[src/rtl/irqfe_pkg.sv]
package irqfe_pkg;
  localparam int unsigned NUM_SRC = 7;

  // Flag positions
  localparam int unsigned BIT_PA_L2 = 0;
  localparam int unsigned BIT_PA_L1 = 1;
  localparam int unsigned BIT_SHIFT = 2;
  localparam int unsigned BIT_PB_L2 = 3;
  localparam int unsigned BIT_PB_L1 = 4;
  localparam int unsigned BIT_TMR2  = 5;
  localparam int unsigned BIT_TMR1  = 6;

  typedef enum logic {
    SEL_FLAG = 1'b0,
    SEL_EN   = 1'b1
  } reg_sel_e;
endpackage

[src/rtl/irqfe_flag_cell.sv]
module irqfe_flag_cell (
  input  logic clk_i,
  input  logic rst_ni,
  input  logic set_i,
  input  logic clr_i,
  output logic q_o
);
  always_ff @(posedge clk_i or negedge rst_ni) begin
    if (!rst_ni)    q_o <= 1'b0;
    else if (set_i) q_o <= 1'b1;   // set has priority
    else if (clr_i) q_o <= 1'b0;
  end
endmodule

[src/rtl/irqfe_flag_bank.sv]
module irqfe_flag_bank #(
  parameter int unsigned NUM_SRC = 7
) (
  input  logic               clk_i,
  input  logic               rst_ni,
  input  logic [NUM_SRC-1:0] set_i,
  input  logic [NUM_SRC-1:0] clr_i,
  input  logic               bus_wr_i,
  input  logic [NUM_SRC-1:0] bus_mask_i,
  output logic [NUM_SRC-1:0] flags_o
);
  logic [NUM_SRC-1:0] clr_any;

  assign clr_any = clr_i | (bus_mask_i & {NUM_SRC{bus_wr_i}});

  for (genvar k = 0; k < NUM_SRC; k++) begin : g_cell
    irqfe_flag_cell u_cell (
      .clk_i  (clk_i),
      .rst_ni (rst_ni),
      .set_i  (set_i[k]),
      .clr_i  (clr_any[k]),
      .q_o    (flags_o[k])
    );
  end
endmodule

[src/rtl/irqfe_enable_bank.sv]
module irqfe_enable_bank #(
  parameter int unsigned NUM_SRC = 7
) (
  input  logic               clk_i,
  input  logic               rst_ni,
  input  logic               wr_i,
  input  logic               set_mode_i,
  input  logic [NUM_SRC-1:0] mask_i,
  output logic [NUM_SRC-1:0] en_o
);
  logic [NUM_SRC-1:0] en_d;

  always_comb begin
    en_d = en_o;
    if (wr_i) begin
      if (set_mode_i) en_d = en_o | mask_i;
      else            en_d = en_o & ~mask_i;
    end
  end

  always_ff @(posedge clk_i or negedge rst_ni) begin
    if (!rst_ni) en_o <= '0;
    else         en_o <= en_d;
  end
endmodule

[src/rtl/irqfe_read_mux.sv]
module irqfe_read_mux #(
  parameter int unsigned NUM_SRC = 7,
  localparam int unsigned DATA_W = NUM_SRC + 1
) (
  input  irqfe_pkg::reg_sel_e sel_i,
  input  logic [NUM_SRC-1:0]  flags_i,
  input  logic [NUM_SRC-1:0]  en_i,
  input  logic                pend_i,
  output logic [DATA_W-1:0]   rdata_o
);
  always_comb begin
    unique case (sel_i)
      irqfe_pkg::SEL_FLAG: rdata_o = {pend_i, flags_i};
      default:             rdata_o = {1'b1, en_i};
    endcase
  end
endmodule

[src/rtl/irq_flag_enable.sv]
module irq_flag_enable #(
  parameter int unsigned NUM_SRC = irqfe_pkg::NUM_SRC,
  localparam int unsigned DATA_W = NUM_SRC + 1
) (
  input  logic               clk_i,
  input  logic               rst_ni,
  input  logic [NUM_SRC-1:0] set_i,
  input  logic [NUM_SRC-1:0] clr_i,
  input  logic               wr_i,
  input  logic               addr_i,
  input  logic [DATA_W-1:0]  wdata_i,
  output logic [DATA_W-1:0]  rdata_o,
  output logic               irq_no
);
  irqfe_pkg::reg_sel_e sel;
  logic [NUM_SRC-1:0] flags_q;
  logic [NUM_SRC-1:0] en_q;
  logic               flag_wr;
  logic               en_wr;
  logic               pend;

  assign sel     = irqfe_pkg::reg_sel_e'(addr_i);
  assign flag_wr = wr_i && (sel == irqfe_pkg::SEL_FLAG);
  assign en_wr   = wr_i && (sel == irqfe_pkg::SEL_EN);
  assign pend    = |(flags_q & en_q);
  assign irq_no  = ~pend;

  irqfe_flag_bank #(.NUM_SRC(NUM_SRC)) u_flags (
    .clk_i      (clk_i),
    .rst_ni     (rst_ni),
    .set_i      (set_i),
    .clr_i      (clr_i),
    .bus_wr_i   (flag_wr),
    .bus_mask_i (wdata_i[NUM_SRC-1:0]),
    .flags_o    (flags_q)
  );

  irqfe_enable_bank #(.NUM_SRC(NUM_SRC)) u_en (
    .clk_i      (clk_i),
    .rst_ni     (rst_ni),
    .wr_i       (en_wr),
    .set_mode_i (wdata_i[NUM_SRC]),
    .mask_i     (wdata_i[NUM_SRC-1:0]),
    .en_o       (en_q)
  );

  irqfe_read_mux #(.NUM_SRC(NUM_SRC)) u_rd (
    .sel_i   (sel),
    .flags_i (flags_q),
    .en_i    (en_q),
    .pend_i  (pend),
    .rdata_o (rdata_o)
  );
endmodule

[config.mk]
export PLATFORM = sky130hd
export DESIGN_NAME = irq_flag_enable
export DESIGN_NICKNAME = d
export VERILOG_FILES = /design/src/rtl/irqfe_pkg.sv /design/src/rtl/irqfe_flag_cell.sv /design/src/rtl/irqfe_flag_bank.sv /design/src/rtl/irqfe_enable_bank.sv /design/src/rtl/irqfe_read_mux.sv /design/src/rtl/irq_flag_enable.sv
export SDC_FILE = /design/constraint.sdc
export NUM_CORES = 1
export LEC_CHECK = 0
export BUFFER_PORTS_ARGS = -buffer_cell sky130_fd_sc_hd__buf_4
export CAP_MARGIN = 15
export CORE_UTILIZATION = 45
export CTS_CLUSTER_SIZE = 28
export DETAILED_ROUTE_END_ITERATION = 10
export PLACE_DENSITY = 0.73
export SLEW_MARGIN = 25
export SYNTH_ARGS = -nofsm -noshare
export SYNTH_HDL_FRONTEND = slang
export SYNTH_SLANG_ARGS = --single-unit
export TNS_END_PERCENT = 5
[constraint.sdc]
create_clock -name clk_i -period 1.1 [get_ports clk_i]
set_input_delay 0.11 -clock clk_i [delete_from_list [all_inputs] [get_ports clk_i]]
set_output_delay 0.11 -clock clk_i [all_outputs]
set_load 0.03 [all_outputs]
Word level (Yosys, flattened, before mapping):

Index checks and enable logic that the tools add are counted.
W data, S select, Z words.

* mux-type cells: 16
* bitwise logic cells: 8
* reduce and logical (&&, ||, !) cells: 10

Operator list (number)
* $and A7 B7 Y7: 3
* $mux W1: 14
* $or A7 B7 Y7: 2
* $reduce_bool A2 Y1: 7
* $mux W8: 1
* $mux W7: 1
* $not A7 Y7: 1
* $reduce_or A7 Y1: 1
* $logic_and A1 B1 Y1: 2
* $not A1 Y1: 2

* bits in registers: 14
* bits of input ports: 26
* output and inout port bits: 9
* word-level logic and storage cells: 42

Logic depth before layout (Yosys ltp):

Gate-level depths: netlist (run 1).

* depth after elaboration: 6
* mapped depth: 3
* gate-level depth less buffers: 2

Hierarchy:

A second synthesis (run 1) with hierarchy kept.

* cell total of the unflattened synthesis: 65
* area total of the unflattened synthesis: 758.2 µm²

By module, submodules not included
* irqfe_enable_bank: instances 1, cells an instance 21, area each 280.3 µm², sequential area each 175.2 µm²
* irqfe_flag_cell: instances 7, cells an instance 3, area each 36.3 µm², sequential area each 25.0 µm²
* irqfe_read_mux: instances 1, cells an instance 9, area each 122.6 µm², sequential area each 0.0 µm²
* irqfe_flag_bank: instances 1, cells an instance 7, area each 52.6 µm², sequential area each 0.0 µm²
* irq_flag_enable: instances 1, cells an instance 7, area each 48.8 µm², sequential area each 0.0 µm²

Worst setup path before layout (run 1):

No wires, ideal clock.

* path kind: register -> output
* start point: register (tool-made name)
* end point: output irq_no
* arrival time: 1.086 ns
* data required time: 0.990 ns
* path slack: -0.096 ns
* cell stages (with the launch flop): 3
* path buffers: 0
* cell sequence: dfrtp_1 a222oi_1 and3_1

RTL lines
* to (decl): line irq_flag_enable.sv:13 `output logic irq_no`

Worst setup path in the final report (run 1):

* start point: register u_flags.g_cell[2].u_cell.q_o
* end point: output irq_no

* longest elaborated chain between the ends: 3

Ends and longest elaborated chain
* from (decl): line irqfe_flag_cell.sv:6 `output logic q_o`
* from (signal assigned): line irqfe_flag_cell.sv:9 `if (!rst_ni) q_o <= 1'b0;`
* from (signal assigned): line irqfe_flag_cell.sv:10 `else if (set_i) q_o <= 1'b1;`
* from (signal assigned): line irqfe_flag_cell.sv:11 `else if (clr_i) q_o <= 1'b0;`
* $and A7 B7 Y7: line irq_flag_enable.sv:25 `assign pend = |(flags_q & en_q);`
* $reduce_or A7 Y1: line irq_flag_enable.sv:25
* $not A1 Y1: line irq_flag_enable.sv:26 `assign irq_no = ~pend;`

Every way passes these cells.

==> flow_summary.yaml, run 1 <==
global_routing:
  globalRouteTotalUtil_pct: 21.07
  antenna_found_initial: 0
  grt.overflow.total: 0
  grt_first_pass_wirelength_mm: 2.891
  grt_pass1_vias: 621
  grt_max_degree: 23
sta:
  maxSlewViolCount: 0
  setup_viol: 9
  setup_slack_ps: -513.0
  fin_crit_ps: 1613
  tightest_slew_ps: 420.3
  clock_skew_ps: 0
  max_slew_margin_pct: 71.98
  hold_ws_ps: 24.36
  rsz0062_at_grt: "true"
  hold_viol: 0
  min_period_over_period_pct: 146.6
  fmax_ghz: 0.6200
clock_tree:
  cts_max_path_buffers: 2
  cts_sinks: 14
  cts.reportedPaths.clkPinSlew_ps: 80
  worstSkewPairLatency_ps: 270
  numCtsBuffers: 3
  cts_tree: "yes"
  root_buffer: "clkbuf_4"
  htreeDepth: 1
die:
  rows: 14
  pin_count: 35
  dieHeight_um: 43.45
  initial_core_util_pct: 49.60
  core_um2: 1559
  fp.dieW_um: 43.45
  die_area_um2: 1888
routing:
  drt-initial-drc-count: 21
  viasPerCell: 5.431
  wl_per_cell_um: 14.82
  drc: 4
  postRouteAntennaNets: 0
  vias: 668
  dr.pass1.iters: 7
  routed_wl_mm: 1.823
yosys:
  syn_nets: 90
  synth_xor_area_share_pct: 0
  yosys_register_bits: 14
  synth.mux.area_fraction_pct: 21.84
  avgSynthCellArea_um2: 12.08
  synth.top_cell.area_share_pct: 45.31
  ys_seq_area_share_pct: 45.31
  yosysTopAreaCell: "dfrtp_1"
  synthTopCellsByArea: "dfrtp_1, mux2_2, a31o_2"
  synth_fa_ha_area_share_pct: 0
  netlist_instances: 64
  ys_warn_count: 0
  synth_compound_area_share_pct: 11.17
  yosysUniqueCellTypes: 16
  syn_area_um2: 773.2
  synth-simple-area-share_pct: 15.21
  synth_top_family_by_area: "multiplexers"
final_layout:
  areaGrowthSynthToFinish_pct: 53.40
  seqCellArea_um2: 350.3
  multi_input_area_um2: 392.9
  final_common_cell: "buf_4"
  diodes: 0
  fin_util_pct: 76.08
  nets: 135
  drive_gt1_share_pct: 63.55
  fillers: 109
  final_cell_mix: "buf_4, dfrtp_1, buf_6"
worst_setup_path:
  reg2reg_depth: 3
  endpoint_kind: "output pin"
  worstSetupStartpointType: "register"
  criticalPathCategory: "register to output pin"
  critPathRequiredTime_ps: 990
  arrival_ps: 1500
  crit_fanout: 2
min_path:
  holdPathStages: 2
  hold_path.class: "input port to register"
power_and_ir_drop:
  power_density_nw_per_um2: 1266
  ir_worst_vdd_mv: 0.8067
  power_leakage_nw: 0.5732
place:
  place_hpwl_mm: 1.294
  io_buffer_count: 34
  gp_congestion: 0.7584
run_status:
  status: "finished, violations left"
  violations: "DRC, setup timing"
run:
  max_cap_violations: 0
power breakdown:
group	switching, mW	internal [mW]	total (mW)
combinational	0.251	0.339	0.589
clock	0.155	0.126	0.281
sequential	0.0487	0.582	0.631
total	0.454	1.05	1.50
stage by stage:
stage	std cells	power [mW]	cell area (um^2)	setup TNS (ps)	setup WS, ps
after global routing	123	1.586	1186	-2660	-582.9
after global placement	118	1.137	1079	-234.2	-146.3
after detailed placement	118	1.148	1079	-281.6	-170.0
after floorplan	64	0.9158	774.5	-129.8	-87.93
final	123	1.501	1186	-2202	-513.0
after CTS	122	1.488	1156	-2079	-471.3
timing repair:
item / in CTS / in global routing
endpoints found under the setup margin: 9 / 9
pin swaps: 0 / 2
hold buffers: 1 / 0
buffers inserted: 0 / 1
hold endpoints to repair: 14 / 0
gates resized for setup: 12 / 6
path summary, 6_finish.rpt:
check / from / end / slack [ps]
setup / recovery: u_flags.g_cell[2].u_cell.q_o / irq_no / -510
hold / removal: set_i[5] / u_flags.g_cell[5].u_cell.q_o / 20
setup reg to reg: u_flags.g_cell[2].u_cell.q_o / u_flags.g_cell[2].u_cell.q_o / 150
hold reg to reg: register / register / 530
max in group asynchronous: rst_ni / u_flags.g_cell[3].u_cell.q_o / 700
min in group asynchronous: rst_ni / u_flags.g_cell[5].u_cell.q_o / 220
cell type report:
cell class | count | share of cell area [%]
multi-input cells | 40 | 33.12
repair buffers | 43 | 31.54
flip-flops and latches | 14 | 29.54
inverters | 7 | 2.215
clock buffers | 3 | 1.899
well taps | 16 | 1.688
worst max-delay path, cell delays in order, from the launching register on:
cell      delay (ps)
dfrtp_1          390
a222oi_1         450
and3_4           270
buf_6            120
cells in the mapped netlist:
cell type   n
a222oi_1    1
a22oi_1     2
a31o_2      7
and3_1      1
buf_2       1
buf_4       1
buf_6       1
dfrtp_1    14
inv_1       7
mux2_1      2
mux2_2      9
mux2_4      3
nand3_1     4
nand3_2     3
nand3b_1    7
nand4b_1    1
layer usage:
layer / global-route usage, % / vias up / routed length, um
met3: 3.750 / 2 / 63
met2: 34.55 / 17 / 927
met1: 28.07 / 325 / 822
met5: 0 / - / 0
li1: - / 324 / -
met4: 7.500 / 0 / 10
kinds of logic after synthesis:
kind of cell / after synthesis
and+or+nand+nor: 16
muxes: 14
DFF: 14
AOI/OAI and AO/OA: 10
buffers and inverters: 10
Power figures use the tool's default switching activity.
==> inputs of run 2 (changes only) <==
- CORE_ASPECT_RATIO: not set -> 1.2
==> run 2 against run 1 <==
Against the previous run:
- the run ends with setup timing left
- register-to-register slack improved by 20 ps
- via count fell by 1.0%
- combinational power fell by 5.6%
- worst setup slack improved by 24 ps
- worst hold slack got worse by 8.7 ps
- clock skew did not move
- die area barely moved
- first-iteration DRC count fell by 76%
- global-route usage rose by 1.1 points
- core utilization fell by 5.1 points
==> flow_summary.yaml, run 2 (same netlist as run 1, synthesis figures left out) <==
place:
  placed_cell_area_um2: 1074
  io_buffer_count: 34
  place_hpwl_mm: 1.281
  gp_congestion: 0.7673
final_layout:
  stdcell_area_um2: 1151
  drive_gt1_share_pct: 62.86
  nets: 133
  final_common_cell: "buf_4"
  final_cell_mix: "buf_4, dfrtp_1, buf_6"
  diodes: 0
  areaGrowthSynthToFinish_pct: 48.87
sta:
  hold_viol: 0
  fmax_ghz: 0.6293
  clock_skew_ps: 0
  rsz0062_at_grt: "true"
  setup_viol: 9
  max_slew_margin_pct: 73.57
  fin_crit_ps: 1589
  hold_ws_ps: 15.70
  min_period_over_period_pct: 144.5
  tightest_slew_ps: 396.4
  setup_slack_ps: -489.1
  maxSlewViolCount: 0
routing:
  viasPerCell: 5.374
  wl_per_cell_um: 13.56
  drt-initial-drc-count: 5
  routed_wl_mm: 1.668
  postRouteAntennaNets: 0
  drc: 0
  dr.pass1.iters: 4
  vias: 661
clock_tree:
  cts_sinks: 14
  worstSkewPairLatency_ps: 280
  root_buffer: "clkbuf_4"
  cts.reportedPaths.clkPinSlew_ps: 70
  cts_tree: "yes"
  htreeDepth: 1
  numCtsBuffers: 3
  cts_max_path_buffers: 2
worst_setup_path:
  worstSetupStartpointType: "register"
  reg2reg_depth: 2
  crit_fanout: 2
  criticalPathCategory: "register to output pin"
  endpoint_kind: "output pin"
  max_stage_delay_ps: 430
  critPathRequiredTime_ps: 990
  path_delay_family: "compound AO/OA/AOI/OAI gates"
  cp_num_buf_inv: 1
  rrSetupSlack_ps: 170
  arrival_ps: 1480
  slowest_stage: "a222oi_1"
  path_cells: "a222oi_1 -> and3_2 -> buf_4"
global_routing:
  grt.overflow.total: 0
  antenna_found_initial: 0
  grt_max_degree: 23
  globalRouteTotalUtil_pct: 22.15
  grt_pass1_vias: 609
  grt_first_pass_wirelength_mm: 2.649
power_and_ir_drop:
  power_density_nw_per_um2: 1273
  ir_worst_vdd_mv: 0.7497
  power_leakage_nw: 0.5589
  report.power.total_mw: 1.465
die:
  die_area_um2: 1889
  fp.dieW_um: 39.84
  pin_count: 35
  rows: 16
  core_um2: 1622
  initial_core_util_pct: 47.69
  dieHeight_um: 47.41
min_path:
  hold_path.class: "input port to register"
  holdPathStages: 2
  min_from: "set_i[3]"
  hold-path-endpoint: "u_flags.g_cell[3].u_cell.q_o"
run:
  max_cap_violations: 0
run_status:
  status: "finished, violations left"
  violations: "setup timing"
## run 2: final cells by class
class,instances,area [um^2]
multi-input combinational,40,389.1
clock buffer,3,22.52
sequential,14,350.3
inverter,7,26.28
tap,18,22.52
fill,140,470.5
timing repair buffer,41,340.3
## run 2: worst max path at each step
stage | endpoint | slack, ps | depth (start not counted)
floorplan | rdata_o[7] | -90 | 2
global placement | irq_no | -160 | 3
detailed placement | irq_no | -180 | 3
CTS | irq_no | -490 | 3
global route | irq_no | -540 | 3
finish | irq_no | -490 | 3
## run 2: stage by stage
step           instances  TNS, ps  utilization [%]  worst slack, ps
5_1_grt              123    -2301            70.99           -540.5
3_3_place_gp         119   -252.8            66.20           -157.1
6_report             123    -1940            70.99           -489.1
4_1_cts              123    -1960            70.99           -488.9
2_1_floorplan         64   -129.8                -           -87.93
3_5_place_dp         119   -299.7            66.20           -184.1
## run 2: timing repair
item / CTS / global route
setup endpoints to repair: 9 / 9
endpoints found under the hold margin: 14 / 0
gates resized for setup: 12 / 0
hold buffers: 1 / 0
setup buffers: 0 / 0
## run 2: routing by layer
metal / wire, um / up-vias / global-route usage [%]
li1: - / 322 / -
met3: 72 / 4 / 4.186
met4: 48 / 0 / 14.48
met1: 658 / 314 / 25.30
met5: 0 / - / 0
met2: 889 / 21 / 37.38
## run 2: power by group
| part | total (mW) | switching, mW | internal [mW] |
|---|---|---|---|
| Sequential | 0.630 | 0.0479 | 0.582 |
| Combinational | 0.556 | 0.239 | 0.317 |
| Clock | 0.279 | 0.151 | 0.127 |
==> inputs of run 3 (changes only) <==
- CORE_UTILIZATION: 45 -> 48
- PLACE_DENSITY: 0.73 -> 0.77
- clock period: 1.1 -> 2 ns (I/O delays scaled with it)
==> run 3 against run 2 <==
Against the previous run:
- the run now ends clean
- critical path depth did not move
- wire length decreased by 3.8%
- via count is 2.3% lower
- global-route usage down 0.82 points
==> flow_summary.yaml, run 3 (same netlist as run 1, synthesis figures left out) <==
clock_tree:
  htreeDepth: 1
  numCtsBuffers: 3
  cts_sinks: 14
  worstSkewPairLatency_ps: 270
  cts_tree: "yes"
  cts_max_path_buffers: 2
  cts.reportedPaths.clkPinSlew_ps: 80
  postCtsSetupBuffers: 0
  ctsResizeCount: 0
  root_buffer: "clkbuf_4"
worst_setup_path:
  endpoint_kind: "output pin"
  crit_fanout: 3
  endpoint: "irq_no"
  criticalPathCategory: "register to output pin"
  slowest_stage: "a222oi_1"
  worstSetupStartpointType: "register"
  cp_num_buf_inv: 1
  critPathRequiredTime_ps: 1800
  cp.depth: 3
  path_delay_family: "compound AO/OA/AOI/OAI gates"
  arrival_ps: 1490
  max_stage_delay_ps: 440
  reg2reg_depth: 1
  path_cells: "a222oi_1 -> and3_1 -> buf_4"
  rrSetupSlack_ps: 1190
global_routing:
  grt_first_pass_wirelength_mm: 2.511
  grt_max_degree: 23
  grt_pass1_vias: 593
  grt.overflow.total: 0
  antenna_found_initial: 0
  globalRouteTotalUtil_pct: 21.33
sta:
  setup_tns_ps: 0
  fin_crit_ps: 1690
  tightest_slew_ps: 406.3
  setup_viol: 0
  min_period_over_period_pct: 84.52
  hold_viol: 0
  rsz0062_at_grt: "false"
  clock_skew_ps: 0
  maxSlewViolCount: 0
  max_slew_margin_pct: 72.91
  fmax_ghz: 0.5915
power_and_ir_drop:
  power_leakage_nw: 0.5096
  ir_worst_vdd_mv: 0.5020
  power_density_nw_per_um2: 745.3
routing:
  routed_wl_mm: 1.604
  dr.pass1.iters: 4
  viasPerCell: 5.521
  postRouteAntennaNets: 0
  vias: 646
  drc: 0
  wl_per_cell_um: 13.71
  drt-initial-drc-count: 15
final_layout:
  areaGrowthSynthToFinish_pct: 38.67
  stdcell_area_um2: 1072
  drive_gt1_share_pct: 60.00
  nets: 127
  fillers: 119
  diodes: 0
  final_common_cell: "buf_4"
  final_cell_mix: "buf_4, dfrtp_1, mux2_2"
die:
  fp.dieW_um: 38.64
  dieHeight_um: 45.97
  core_um2: 1464
  die_area_um2: 1776
  pin_count: 35
  rows: 15
  initial_core_util_pct: 52.82
run_status:
  status: "finished clean"
place:
  placed_cell_area_um2: 1026
  io_buffer_count: 34
  place_hpwl_mm: 1.174
  gp_congestion: 0.6431
run:
  max_cap_violations: 0
min_path:
  hold_path.class: "input port to register"
## run 3: what timing repair did
| item | CTS | global route |
|---|---|---|
| hold endpoints to repair | 14 | 0 |
| hold buffers | 1 | 0 |
| setup endpoints to repair | 0 | 0 |
## run 3: how the worst min path moves through the flow
stage	start	end	slack (ps)	cells past startpoint
2_1_floorplan	rst_ni	async pin	-100	0
3_3_place_gp	rst_ni	u_flags.g_cell[5].u_cell.q_o	60	1
3_5_place_dp	rst_ni	u_flags.g_cell[5].u_cell.q_o	60	1
4_1_cts	set_i[6]	u_flags.g_cell[6].u_cell.q_o	100	2
5_1_grt	set_i[6]	u_flags.g_cell[6].u_cell.q_o	100	2
6_report	set_i[4]	u_flags.g_cell[4].u_cell.q_o	110	2
## run 3: cell type report
cell class / count / area, um^2 / share of cell area [%]
inverters: 7 / 26.28 / 2.450
multi-input cells: 40 / 372.9 / 34.77
repair buffers: 35 / 265.3 / 24.74
clock buffers: 4 / 36.28 / 3.384
flip-flops and latches: 14 / 350.3 / 32.67
well taps: 17 / 21.27 / 1.984
## run 3: per-layer routing
metal	up-vias	routed length, um	global-route usage [%]
met5	-	0	0
met4	0	10	12.41
met3	2	88	2.941
met2	25	824	35.33
met1	310	680	25.87
li1	309	-	-
## run 3: report_power, final
group	leakage [nW]	internal, mW	switching [mW]	total, mW
clock	0.0210	0.111	0.0884	0.199
combinational	0.329	0.133	0.118	0.251
sequential	0.159	0.320	0.0292	0.349
total	0.510	0.564	0.235	0.799
## run 3: stage by stage
step	setup slack (ps)	instances	hold slack (ps)	util [%]	power (mW)
detailed placement	614.3	112	57.55	70.09	0.6043
global route	210.6	117	95.77	73.25	0.8452
global placement	654.9	112	56.64	70.09	0.5994
floorplan	713.5	64	-95.59	-	0.5031
finish	309.5	117	105.8	73.25	0.7992
CTS	301.6	117	101.7	73.25	0.8073
